==> src/rtl/rta_pkg.sv <==
// Package: shared types for the row-tag allocator.
// Assumes: nothing beyond IEEE 1800-2017.
package rta_pkg;

    // Outcome of the current input cycle as seen by the row tracker.
    typedef enum logic [1:0] {
        EV_IDLE = 2'd0,   // no valid input
        EV_CONT = 2'd1,   // value continues the current row
        EV_NEW  = 2'd2,   // value opens a row and a tag was granted
        EV_DROP = 2'd3    // value opens a row but no tag was free
    } rta_event_e;

endpackage

==> src/rtl/rta_low_pick.sv <==
// Module: lowest-set-bit picker.
// Finds the lowest set bit of a mask and returns its index.
// Assumes: W is wide enough to encode N-1.
module rta_low_pick #(
    parameter int N = 4,
    parameter int W = 2
) (
    input  logic [N-1:0] mask,
    output logic         any,
    output logic [W-1:0] idx
);

    logic [N:0]   seen;
    logic [N-1:0] first;

    assign seen[0] = 1'b0;

    // One stage per bit: a bit is first if no lower bit was set.
    generate
        for (genvar g = 0; g < N; g++) begin : g_chain
            assign seen[g+1] = seen[g] | mask[g];
            assign first[g]  = mask[g] & ~seen[g];
        end
    endgenerate

    assign any = seen[N];

    // Encode the one-hot first vector into an index.
    always_comb begin
        idx = '0;
        for (int i = 0; i < N; i++) begin
            if (first[i]) idx = idx | W'(i);
        end
    end

endmodule

==> src/rtl/rta_free_pool.sv <==
// Module: free-tag pool.
// Keeps a bitmask of free tags (bit k set = tag k free). A release
// in the current cycle is merged in before the pick, so a freshly
// returned tag can be granted in the same cycle.
// Assumes: alloc_req is only raised for a value that needs a tag.
module rta_free_pool #(
    parameter int TAG_COUNT = 4,
    parameter int TAG_W     = 2
) (
    input  logic             clk,
    input  logic             rst_n,
    input  logic             alloc_req,
    input  logic             rel_valid,
    input  logic [TAG_W-1:0] rel_tag,
    output logic             grant,
    output logic [TAG_W-1:0] grant_tag,
    output logic [TAG_COUNT-1:0] avail,
    output logic             exhausted
);

    localparam logic [TAG_W:0] CNT_V = TAG_COUNT[TAG_W:0];

    logic [TAG_COUNT-1:0] free_q;
    logic [TAG_COUNT-1:0] rel_hot;
    logic [TAG_COUNT-1:0] take_hot;
    logic                 any_free;

    // Decode the release into a one-hot mask, ignoring out-of-range tags.
    always_comb begin
        rel_hot = '0;
        if (rel_valid && ({1'b0, rel_tag} < CNT_V)) rel_hot[rel_tag] = 1'b1;
    end

    assign avail = free_q | rel_hot;

    rta_low_pick #(.N(TAG_COUNT), .W(TAG_W)) u_pick (
        .mask (avail),
        .any  (any_free),
        .idx  (grant_tag)
    );

    assign grant = alloc_req & any_free;

    // Mask of the tag leaving the pool this cycle.
    always_comb begin
        take_hot = '0;
        if (grant) take_hot[grant_tag] = 1'b1;
    end

    // Update the free mask: add releases, remove the granted tag.
    always_ff @(posedge clk) begin
        if (!rst_n) free_q <= '1;
        else        free_q <= avail & ~take_hot;
    end

    assign exhausted = ~|free_q;

endmodule

==> src/rtl/rta_row_track.sv <==
// Module: row tracker.
// Remembers the last accepted row index and its tag, decides whether
// the current value opens a new row, and classifies the cycle.
// Assumes: grant/grant_tag come from the pool for this cycle's request.
module rta_row_track
    import rta_pkg::*;
#(
    parameter int ROW_W = 16,
    parameter int TAG_W = 2
) (
    input  logic             clk,
    input  logic             rst_n,
    input  logic             in_valid,
    input  logic [ROW_W-1:0] in_row,
    input  logic             grant,
    input  logic [TAG_W-1:0] grant_tag,
    output logic             alloc_req,
    output rta_event_e       ev,
    output logic [TAG_W-1:0] held_tag
);

    logic             have_q;
    logic [ROW_W-1:0] prev_q;
    logic [TAG_W-1:0] tag_q;

    // Detect a row change against the last accepted index.
    always_comb begin
        alloc_req = in_valid && (!have_q || (in_row != prev_q));
    end

    // Classify the cycle for the output stage.
    always_comb begin
        if (!in_valid)       ev = EV_IDLE;
        else if (!alloc_req) ev = EV_CONT;
        else if (grant)      ev = EV_NEW;
        else                 ev = EV_DROP;
    end

    // Remember the row and its tag only when a new row is accepted.
    always_ff @(posedge clk) begin
        if (!rst_n) begin
            have_q <= 1'b0;
            prev_q <= '0;
            tag_q  <= '0;
        end else if (ev == EV_NEW) begin
            have_q <= 1'b1;
            prev_q <= in_row;
            tag_q  <= grant_tag;
        end
    end

    assign held_tag = tag_q;

endmodule

==> src/rtl/row_tag_alloc.sv <==
// Module: row-tag allocator (top).
// Gives each incoming value a short tag naming its row, with a
// registered output one cycle after the input. Tags come from a
// bitmask pool and return to it through the release port.
// Assumes: a row is not released while its values are still arriving.
module row_tag_alloc
    import rta_pkg::*;
#(
    parameter int ROW_W     = 16,
    parameter int TAG_COUNT = 4
) (
    input  logic                           clk,
    input  logic                           rst_n,
    input  logic                           in_valid,
    input  logic [ROW_W-1:0]               in_row,
    input  logic                           rel_valid,
    input  logic [$clog2(TAG_COUNT)-1:0]   rel_tag,
    output logic                           out_valid,
    output logic [$clog2(TAG_COUNT)-1:0]   out_tag,
    output logic                           out_new_row,
    output logic                           tags_exhausted
);

    localparam int TAG_W = $clog2(TAG_COUNT);

    logic                 alloc_req;
    logic                 grant;
    logic [TAG_W-1:0]     grant_tag;
    logic [TAG_COUNT-1:0] pool_avail;
    logic [TAG_W-1:0]     held_tag;
    rta_event_e           ev;

    rta_free_pool #(.TAG_COUNT(TAG_COUNT), .TAG_W(TAG_W)) u_pool (
        .clk       (clk),
        .rst_n     (rst_n),
        .alloc_req (alloc_req),
        .rel_valid (rel_valid),
        .rel_tag   (rel_tag),
        .grant     (grant),
        .grant_tag (grant_tag),
        .avail     (pool_avail),
        .exhausted (tags_exhausted)
    );

    rta_row_track #(.ROW_W(ROW_W), .TAG_W(TAG_W)) u_track (
        .clk       (clk),
        .rst_n     (rst_n),
        .in_valid  (in_valid),
        .in_row    (in_row),
        .grant     (grant),
        .grant_tag (grant_tag),
        .alloc_req (alloc_req),
        .ev        (ev),
        .held_tag  (held_tag)
    );

    // Register the tagged result one cycle after the input.
    always_ff @(posedge clk) begin
        if (!rst_n) begin
            out_valid   <= 1'b0;
            out_new_row <= 1'b0;
            out_tag     <= '0;
        end else begin
            out_valid   <= (ev == EV_CONT) || (ev == EV_NEW);
            out_new_row <= (ev == EV_NEW);
            out_tag     <= (ev == EV_NEW) ? grant_tag : held_tag;
        end
    end

endmodule

==> config.mk <==
export PLATFORM = sky130hd
export DESIGN_NAME = row_tag_alloc
export DESIGN_NICKNAME = d
export VERILOG_FILES = /design/src/rtl/rta_pkg.sv /design/src/rtl/rta_low_pick.sv /design/src/rtl/rta_free_pool.sv /design/src/rtl/rta_row_track.sv /design/src/rtl/row_tag_alloc.sv
export SDC_FILE = /design/constraint.sdc
export NUM_CORES = 1
export LEC_CHECK = 0
export BUFFER_PORTS_ARGS = -buffer_cell sky130_fd_sc_hd__buf_2
export CAP_MARGIN = 40
export CORE_ASPECT_RATIO = 0.75
export CORE_UTILIZATION = 60
export DETAILED_ROUTE_END_ITERATION = 10
export GPL_TIMING_DRIVEN = 0
export PLACE_DENSITY = 0.89
export SETUP_SLACK_MARGIN = 0.4
export SLEW_MARGIN = 20
export SYNTH_ARGS = -nofsm -noshare
export SYNTH_HDL_FRONTEND = slang
export SYNTH_HIERARCHICAL = 1
export SYNTH_SLANG_ARGS = --single-unit
==> constraint.sdc <==
create_clock -name clk -period 6 [get_ports clk]
set_input_delay 1.2 -clock clk [delete_from_list [all_inputs] [get_ports clk]]
set_output_delay 1.2 -clock clk [all_outputs]
set_load 0.02 [all_outputs]
==> flow_summary.yaml, run 1 <==
status:
  status: "finished, final reports clean"
route:
  vias: 1768
  wl_per_cell_um: 16.72
  final_antenna_net_count: 0
  first_pass_iters: 5
  vias_per_cell: 6.622
  wirelength_um: 4465
  drc: 0
  drtIter0Drc: 192
clock_network:
  cts_buffer_depth: 2
  cts-root-buf: "clkbuf_8"
  cts_buffers: 3
  cts_resized: 0
  clk_latency_ps: 270
  path_clk_slew_ps: 90
  holdBufCountCts: 0
  cts_tree: "done"
  cts_sinks: 27
  post_cts_buffers: 0
  htreeDepth: 1
sta:
  setup_violations: 0
  fin_crit_ps: 3545
  setup_tns_ps: 0
  clock.fmax_ghz: 0.2821
  fin_worst_skew_ps: 6.986
  finalCritPeriodShare: 0.5908
  worst_pin_slew_ps: 653.1
  hold_viol: 0
  rsz0062_at_grt: "false"
  slew_headroom: 0.5612
  finalMaxSlewViolations: 0
floorplanning:
  rows: 16
  pin_count: 27
  start_util: 0.6447
  chipHeight_um: 48.32
  die_area_sq_um: 3081
  core_sq_um: 2663
  die_w_um: 63.77
job:
  drv_cap: 0
grt:
  grt_pass1_wl_um: 7748
  antenna_found_initial: 0
  grt_max_degree: 15
  grt_usage: 0.3180
  grt_pass1_vias: 1624
  use_met1: 0.4630
  grt.busiest_layer: "met2"
  grt_use_met3: 0.07311
  use_met2: 0.4734
  grt-ovfl-total: 0
logic_synthesis:
  yosysSeqAreaShare: 0.3149
  ys_types: 35
  yosysMostFrequentCell: "nand4_1"
  yosysTopAreaCellShare: 0.3149
  yosysTopAreaCell: "dfxtp_1"
  syn-mean-instance-area_sq_um: 8.541
  synthTopCellsByCount: "nand4_1 (58), dfxtp_1 (27), nand3_1 (19)"
  synth_top_flop_cell: "dfxtp_1"
  syn_nets: 224
  synthTopCellsByArea: "dfxtp_1 (31%), nand4_1 (21%), nand4b_1 (9.2%)"
  synth-seq-cells: 27
  yosys_warnings: 6
  async_reset_ff_frac: 0
  synth_area_sq_um: 1717
  synth_edf_count: 0
  syn_inst: 201
final_layout:
  fill_cells: 240
  nNetsFinal: 255
  n_antenna_cell: 0
  instances_no_fill: 267
  drive_above_1_share: 0.1948
  area_growth_pct: 12.83
setup_path:
  endpoint_kind: "flop"
  cp-start-kind: "input pin"
  cp.required_ps: 6210
  worstSetupPathType: "in -> reg"
  crit_arrival_ps: 3760
  path_max_fanout: 10
place:
  portBuffers: 26
  dpl.hpwl_um: 3100
  gp_congestion: 0.8631
  dp_cells: 263
power_and_ir_drop:
  leakage_uw: 0.0006913
  power.density_nw_per_um2: 199.5
  peakVddDrop_v: 0.0001669
worst_hold_path:
  hold_path_class: "reg -> reg"
[final cells by class]
type / count / area, sq um / area share
buffer: 20 / 116.4 / 0.06008
clock buffer: 4 / 45.04 / 0.02326
inverter: 2 / 7.507 / 0.003876
multi-input combinational: 152 / 1052 / 0.5433
sequential: 27 / 540.5 / 0.2791
tap: 36 / 45.04 / 0.02326
timing repair buffer: 26 / 130.1 / 0.06718
[kinds of logic after synthesis]
kind of cell / synth area share
and+or+nand+nor: 0.4723
muxes: 0.01166
adders and majority gates: 0.007287
DFF: 0.3149
xor gates and xnor gates: 0.08163
AOI/OAI and AO/OA: 0.04010
buffers and inverters: 0.07216
[layout by cell type (no fill, tap or decap), drive strengths merged, types with 2 or more instances in the layout]
cell,count
a32oi,2
and2,4
buf,40
clkbuf,10
dfxtp,27
inv,2
mux2i,2
nand2,4
nand2b,4
nand3,19
nand3b,2
nand4,58
nand4b,18
nor2,3
nor2b,5
nor3,2
or2,2
xnor2,16
[power breakdown]
part           switching (uW)  internal, uW  leakage (uW)
combinational            45.3          33.0      0.000446
clock                    57.1          47.6     0.0000228
sequential               10.7           193      0.000223
[flip-flops by register name (all words and copies together), names as in the netlist]
name and cells:
out_valid 1, u_track/have_q 1, u_pool/free_q 4, u_track/held_tag 2, u_track/prev_q 16, out_new_row 1
out_tag 2
[per-layer routing]
| layer | vias up | part of all wire |
|---|---|---|
| li1 | 846 | - |
| met1 | 812 | 0.44 |
| met2 | 106 | 0.46 |
| met3 | 4 | 0.099 |
| met4 | 0 | 0.0047 |
| met5 | - | 0 |
[critical path: stages]
cell and delay (ps):
buf_2 110, xnor2_1 210, nand4_1 210, nor3_4 470
nand2_1 130, and2_1 220, and2_1 210, nand2_1 290
clkbuf_1 440, nand3_1 150, nand4_1 120
[stage by stage]
stage | cell area, sq um | worst slack, ps | total power (uW) | hold WS, ps | utilization
after floorplan | 1717 | 2935 | 256.4 | 440.6 | -
after global placement | 1892 | 2319 | 282.1 | 451.6 | 0.7105
after detailed placement | 1892 | 2250 | 283.8 | 457.4 | 0.7105
after CTS | 1937 | 2540 | 387.9 | 479.4 | 0.7274
after global routing | 1937 | 2314 | 404.8 | 519.4 | 0.7274
final | 1937 | 2455 | 386.3 | 472.8 | 0.7274
[final timing paths]
path                                   from                              end  slack, ps  cells past startpoint
min reg2reg     u_track/have_q$_SDFFE_PN0N_      u_track/have_q$_SDFFE_PN0N_        470                      1
max                               in_row[8]  u_track/prev_q[14]$_SDFFE_PN0N_       2460                     11
min             u_track/have_q$_SDFFE_PN0N_      u_track/have_q$_SDFFE_PN0N_        470                      1
max reg2reg  u_track/prev_q[8]$_SDFFE_PN0N_  u_track/prev_q[14]$_SDFFE_PN0N_       3160                     10
No activity file was read; power rests on OpenSTA's default activity.
==> run 2, diff against run 1 <==
--- a/config.mk
+++ b/config.mk
@@ -5,13 +5,14 @@
 export SDC_FILE = /design/constraint.sdc
 export NUM_CORES = 1
 export LEC_CHECK = 0
+export ABC_AREA = 1
 export BUFFER_PORTS_ARGS = -buffer_cell sky130_fd_sc_hd__buf_2
 export CAP_MARGIN = 40
 export CORE_ASPECT_RATIO = 0.75
-export CORE_UTILIZATION = 60
+export CORE_UTILIZATION = 56
 export DETAILED_ROUTE_END_ITERATION = 10
 export GPL_TIMING_DRIVEN = 0
-export PLACE_DENSITY = 0.89
+export PLACE_DENSITY = 0.84
 export SETUP_SLACK_MARGIN = 0.4
 export SLEW_MARGIN = 20
 export SYNTH_ARGS = -nofsm -noshare
==> constraint.sdc (replaced) <==
create_clock -name clk -period 3.6 [get_ports clk]
set_input_delay 0.72 -clock clk [delete_from_list [all_inputs] [get_ports clk]]
set_output_delay 0.72 -clock clk [all_outputs]
set_load 0.02 [all_outputs]
==> flow_summary.yaml, run 2 <==
floorplanning:
  die_w_um: 64.78
  core_sq_um: 2703
  pin_count: 27
  rows: 16
  start_util: 0.6125
  die_area_sq_um: 3180
  chipHeight_um: 49.09
sta:
  clock.fmax_ghz: 0.3571
  fin_worst_skew_ps: 2.894
  setup_slack_ps: 800.0
  rsz0062_at_grt: "false"
  setup_tns_ps: 0
  finalCritPeriodShare: 0.7778
  slew_headroom: 0.7073
  hold_viol: 0
  worst_pin_slew_ps: 439.1
  finalMaxSlewViolations: 0
  fin_crit_ps: 2800
  setup_violations: 0
logic_synthesis:
  synthTopCellsByArea: "dfxtp_1 (33%), nand2_1 (23%), inv_1 (17%)"
  yosysMostFrequentCell: "nand2_1"
  synth-seq-cells: 27
  synth_edf_count: 0
  async_reset_ff_frac: 0
  yosysTopAreaCell: "dfxtp_1"
  syn-mean-instance-area_sq_um: 5.788
  syn_inst: 286
  synth_top_flop_cell: "dfxtp_1"
  yosysTopAreaCellShare: 0.3265
  ys_types: 23
  yosys_warnings: 6
  syn_nets: 309
  synthTopCellsByCount: "nand2_1 (100), inv_1 (73), nor2_1 (32)"
  yosysSeqAreaShare: 0.3265
  synth_area_sq_um: 1655
setup_path:
  cpMostUsedCell: "nand2_1"
  r2r_cells: 20
  reg2reg_to: "out_tag[0]$_SDFF_PN0_"
  slowest_stage: "ha_1"
  slowest_delay_ps: 250
  crit_arrival_ps: 3020
  worstSetupPathType: "in -> reg"
  crit_chain: "buf_2, inv_1, nand2_1, nand2_1, nor2_1, nand2_1, nor2_2, nand3_2, buf_4, nand2_1, inv_1, nand2_1, inv_1, buf_2, clkbuf_2, a21boi_0, inv_1, ha_1, nand2_1, nand2_1, nor2_1"
  cp-start-kind: "input pin"
  cp.required_ps: 3820
  r2r_slack_ps: 1000
  setup.worst_path.end: "out_tag[0]$_SDFF_PN0_"
  path_max_fanout: 10
  endpoint_kind: "flop"
  crit_start: "in_row[1]"
  r2r_start: "u_track/prev_q[7]$_SDFFE_PN0N_"
clock_network:
  cts_tree: "done"
  clk_latency_ps: 270
  cts_buffers: 3
  cts_buffer_depth: 2
  post_cts_buffers: 0
  cts_sinks: 27
  path_clk_slew_ps: 100
  htreeDepth: 1
  cts-root-buf: "clkbuf_8"
power_and_ir_drop:
  peakVddDrop_v: 0.0002025
  power.density_nw_per_um2: 337.7
  finalPower_uw: 635.0
  leakage_uw: 0.001148
final_layout:
  n_antenna_cell: 0
  instances_no_fill: 352
  largest_reg_flops: 16
  nNetsFinal: 340
  area_growth_pct: 13.61
  drive_above_1_share: 0.1519
  fill_cells: 258
  final_cell_mix: "nand2_1 (100), inv_1 (73), nor2_1 (32)"
  top_regs: "u_track/prev_q x16, u_pool/free_q x4"
  design_area_sq_um: 1881
  final_common_cell: "nand2_1"
  regMostFlops: "u_track/prev_q"
route:
  final_antenna_net_count: 0
  wirelength_um: 3319
  wl_per_cell_um: 9.429
  vias_per_cell: 4.707
  drtIter0Drc: 133
  vias: 1657
  first_pass_iters: 4
  drc: 0
place:
  dp_cells: 348
  place_area_sq_um: 1831
  portBuffers: 26
  dpl.hpwl_um: 2511
  gp_congestion: 0.7865
  pre_cts_ws_ps: 400.6
grt:
  antenna_found_initial: 0
  grt_max_degree: 17
  grt_pass1_vias: 1372
  grt_usage: 0.2286
  grt_pass1_wl_um: 5775
  grt-ovfl-total: 0
status:
  status: "finished, final reports clean"
worst_hold_path:
  hold_path_class: "reg -> reg"
job:
  drv_cap: 0
==> run 2: changes by cell type after synthesis, sizes merged, moves of 5 or more <==
cell,change
nand2,+98
inv,+74
nand4,-36
nor2,+30
nand4b,-18
xnor2,-16
nand3,-11
buf,-6
nor2b,-5
==> run 2: power by group <==
part	switching [uW]	total, uW	internal, uW
clock network	98.9	178	78.6
registers	8.43	326	318
logic	81.1	131	50.3
==> run 2: worst min path at each step <==
stage	end	slack, ps	cells after the start	start
5_1_grt	u_track/have_q$_SDFFE_PN0N_	490	2	u_track/have_q$_SDFFE_PN0N_
3_5_place_dp	u_track/have_q$_SDFFE_PN0N_	450	2	u_track/have_q$_SDFFE_PN0N_
6_report	u_track/have_q$_SDFFE_PN0N_	470	2	u_track/have_q$_SDFFE_PN0N_
3_3_place_gp	u_track/have_q$_SDFFE_PN0N_	450	2	u_track/have_q$_SDFFE_PN0N_
2_1_floorplan	u_track/have_q$_SDFFE_PN0N_	440	2	u_track/have_q$_SDFFE_PN0N_
4_1_cts	u_track/have_q$_SDFFE_PN0N_	470	2	u_track/have_q$_SDFFE_PN0N_
==> run 2: repair_timing <==
| item | 4_1_cts | 5_1_grt |
|---|---|---|
| hold buffers | 0 | 0 |
| resized for setup | 0 | 1 |
| setup endpoints to repair | 0 | 2 |
==> run 2: final cells by class <==
cell class                 instances  area [sq um]  area share
multi-input combinational        173         769.5      0.4092
timing repair buffer              26         130.1     0.06920
tap                               36         45.04     0.02395
inverter                          76         285.3      0.1517
buffer                            10         61.31     0.03260
sequential                        27         540.5      0.2874
clock inverter                     1         7.507    0.003992
clock buffer                       3         41.29     0.02196
==> run 2: metal layers <==
layer | vias to the layer above | part of all wire | wire length, um | GRT usage
met1 | 721 | 0.52 | 1717 | 0.3180
met3 | 2 | 0.041 | 136 | 0.05607
met5 | - | 0 | 0 | 0
met4 | 0 | 0.0051 | 17 | 0.05926
li1 | 898 | - | - | -
met2 | 36 | 0.44 | 1448 | 0.3507
==> run 2: worst max-delay path, delay by kind of cell <==
family                     cells  cell delay [ps]
AOI/OAI and AO/OA              1              190
adders and majority gates      1              250
buffers and inverters          8              980
and+or+nand+nor               11              870
==> run 2: cells by family after synthesis <==
group | synth area share
compound gates | 0.02570
flops | 0.3265
fa+ha+maj | 0.007557
buf+inv | 0.2086
simple gates | 0.4316
==> run 2: metrics by stage <==
stage / utilization / hold slack, ps
finish: 0.6958 / 466.7
CTS: 0.6954 / 465.7
global route: 0.6958 / 495.0
detailed placement: 0.6773 / 450.4
floorplan: - / 435.0
global placement: 0.6773 / 446.5
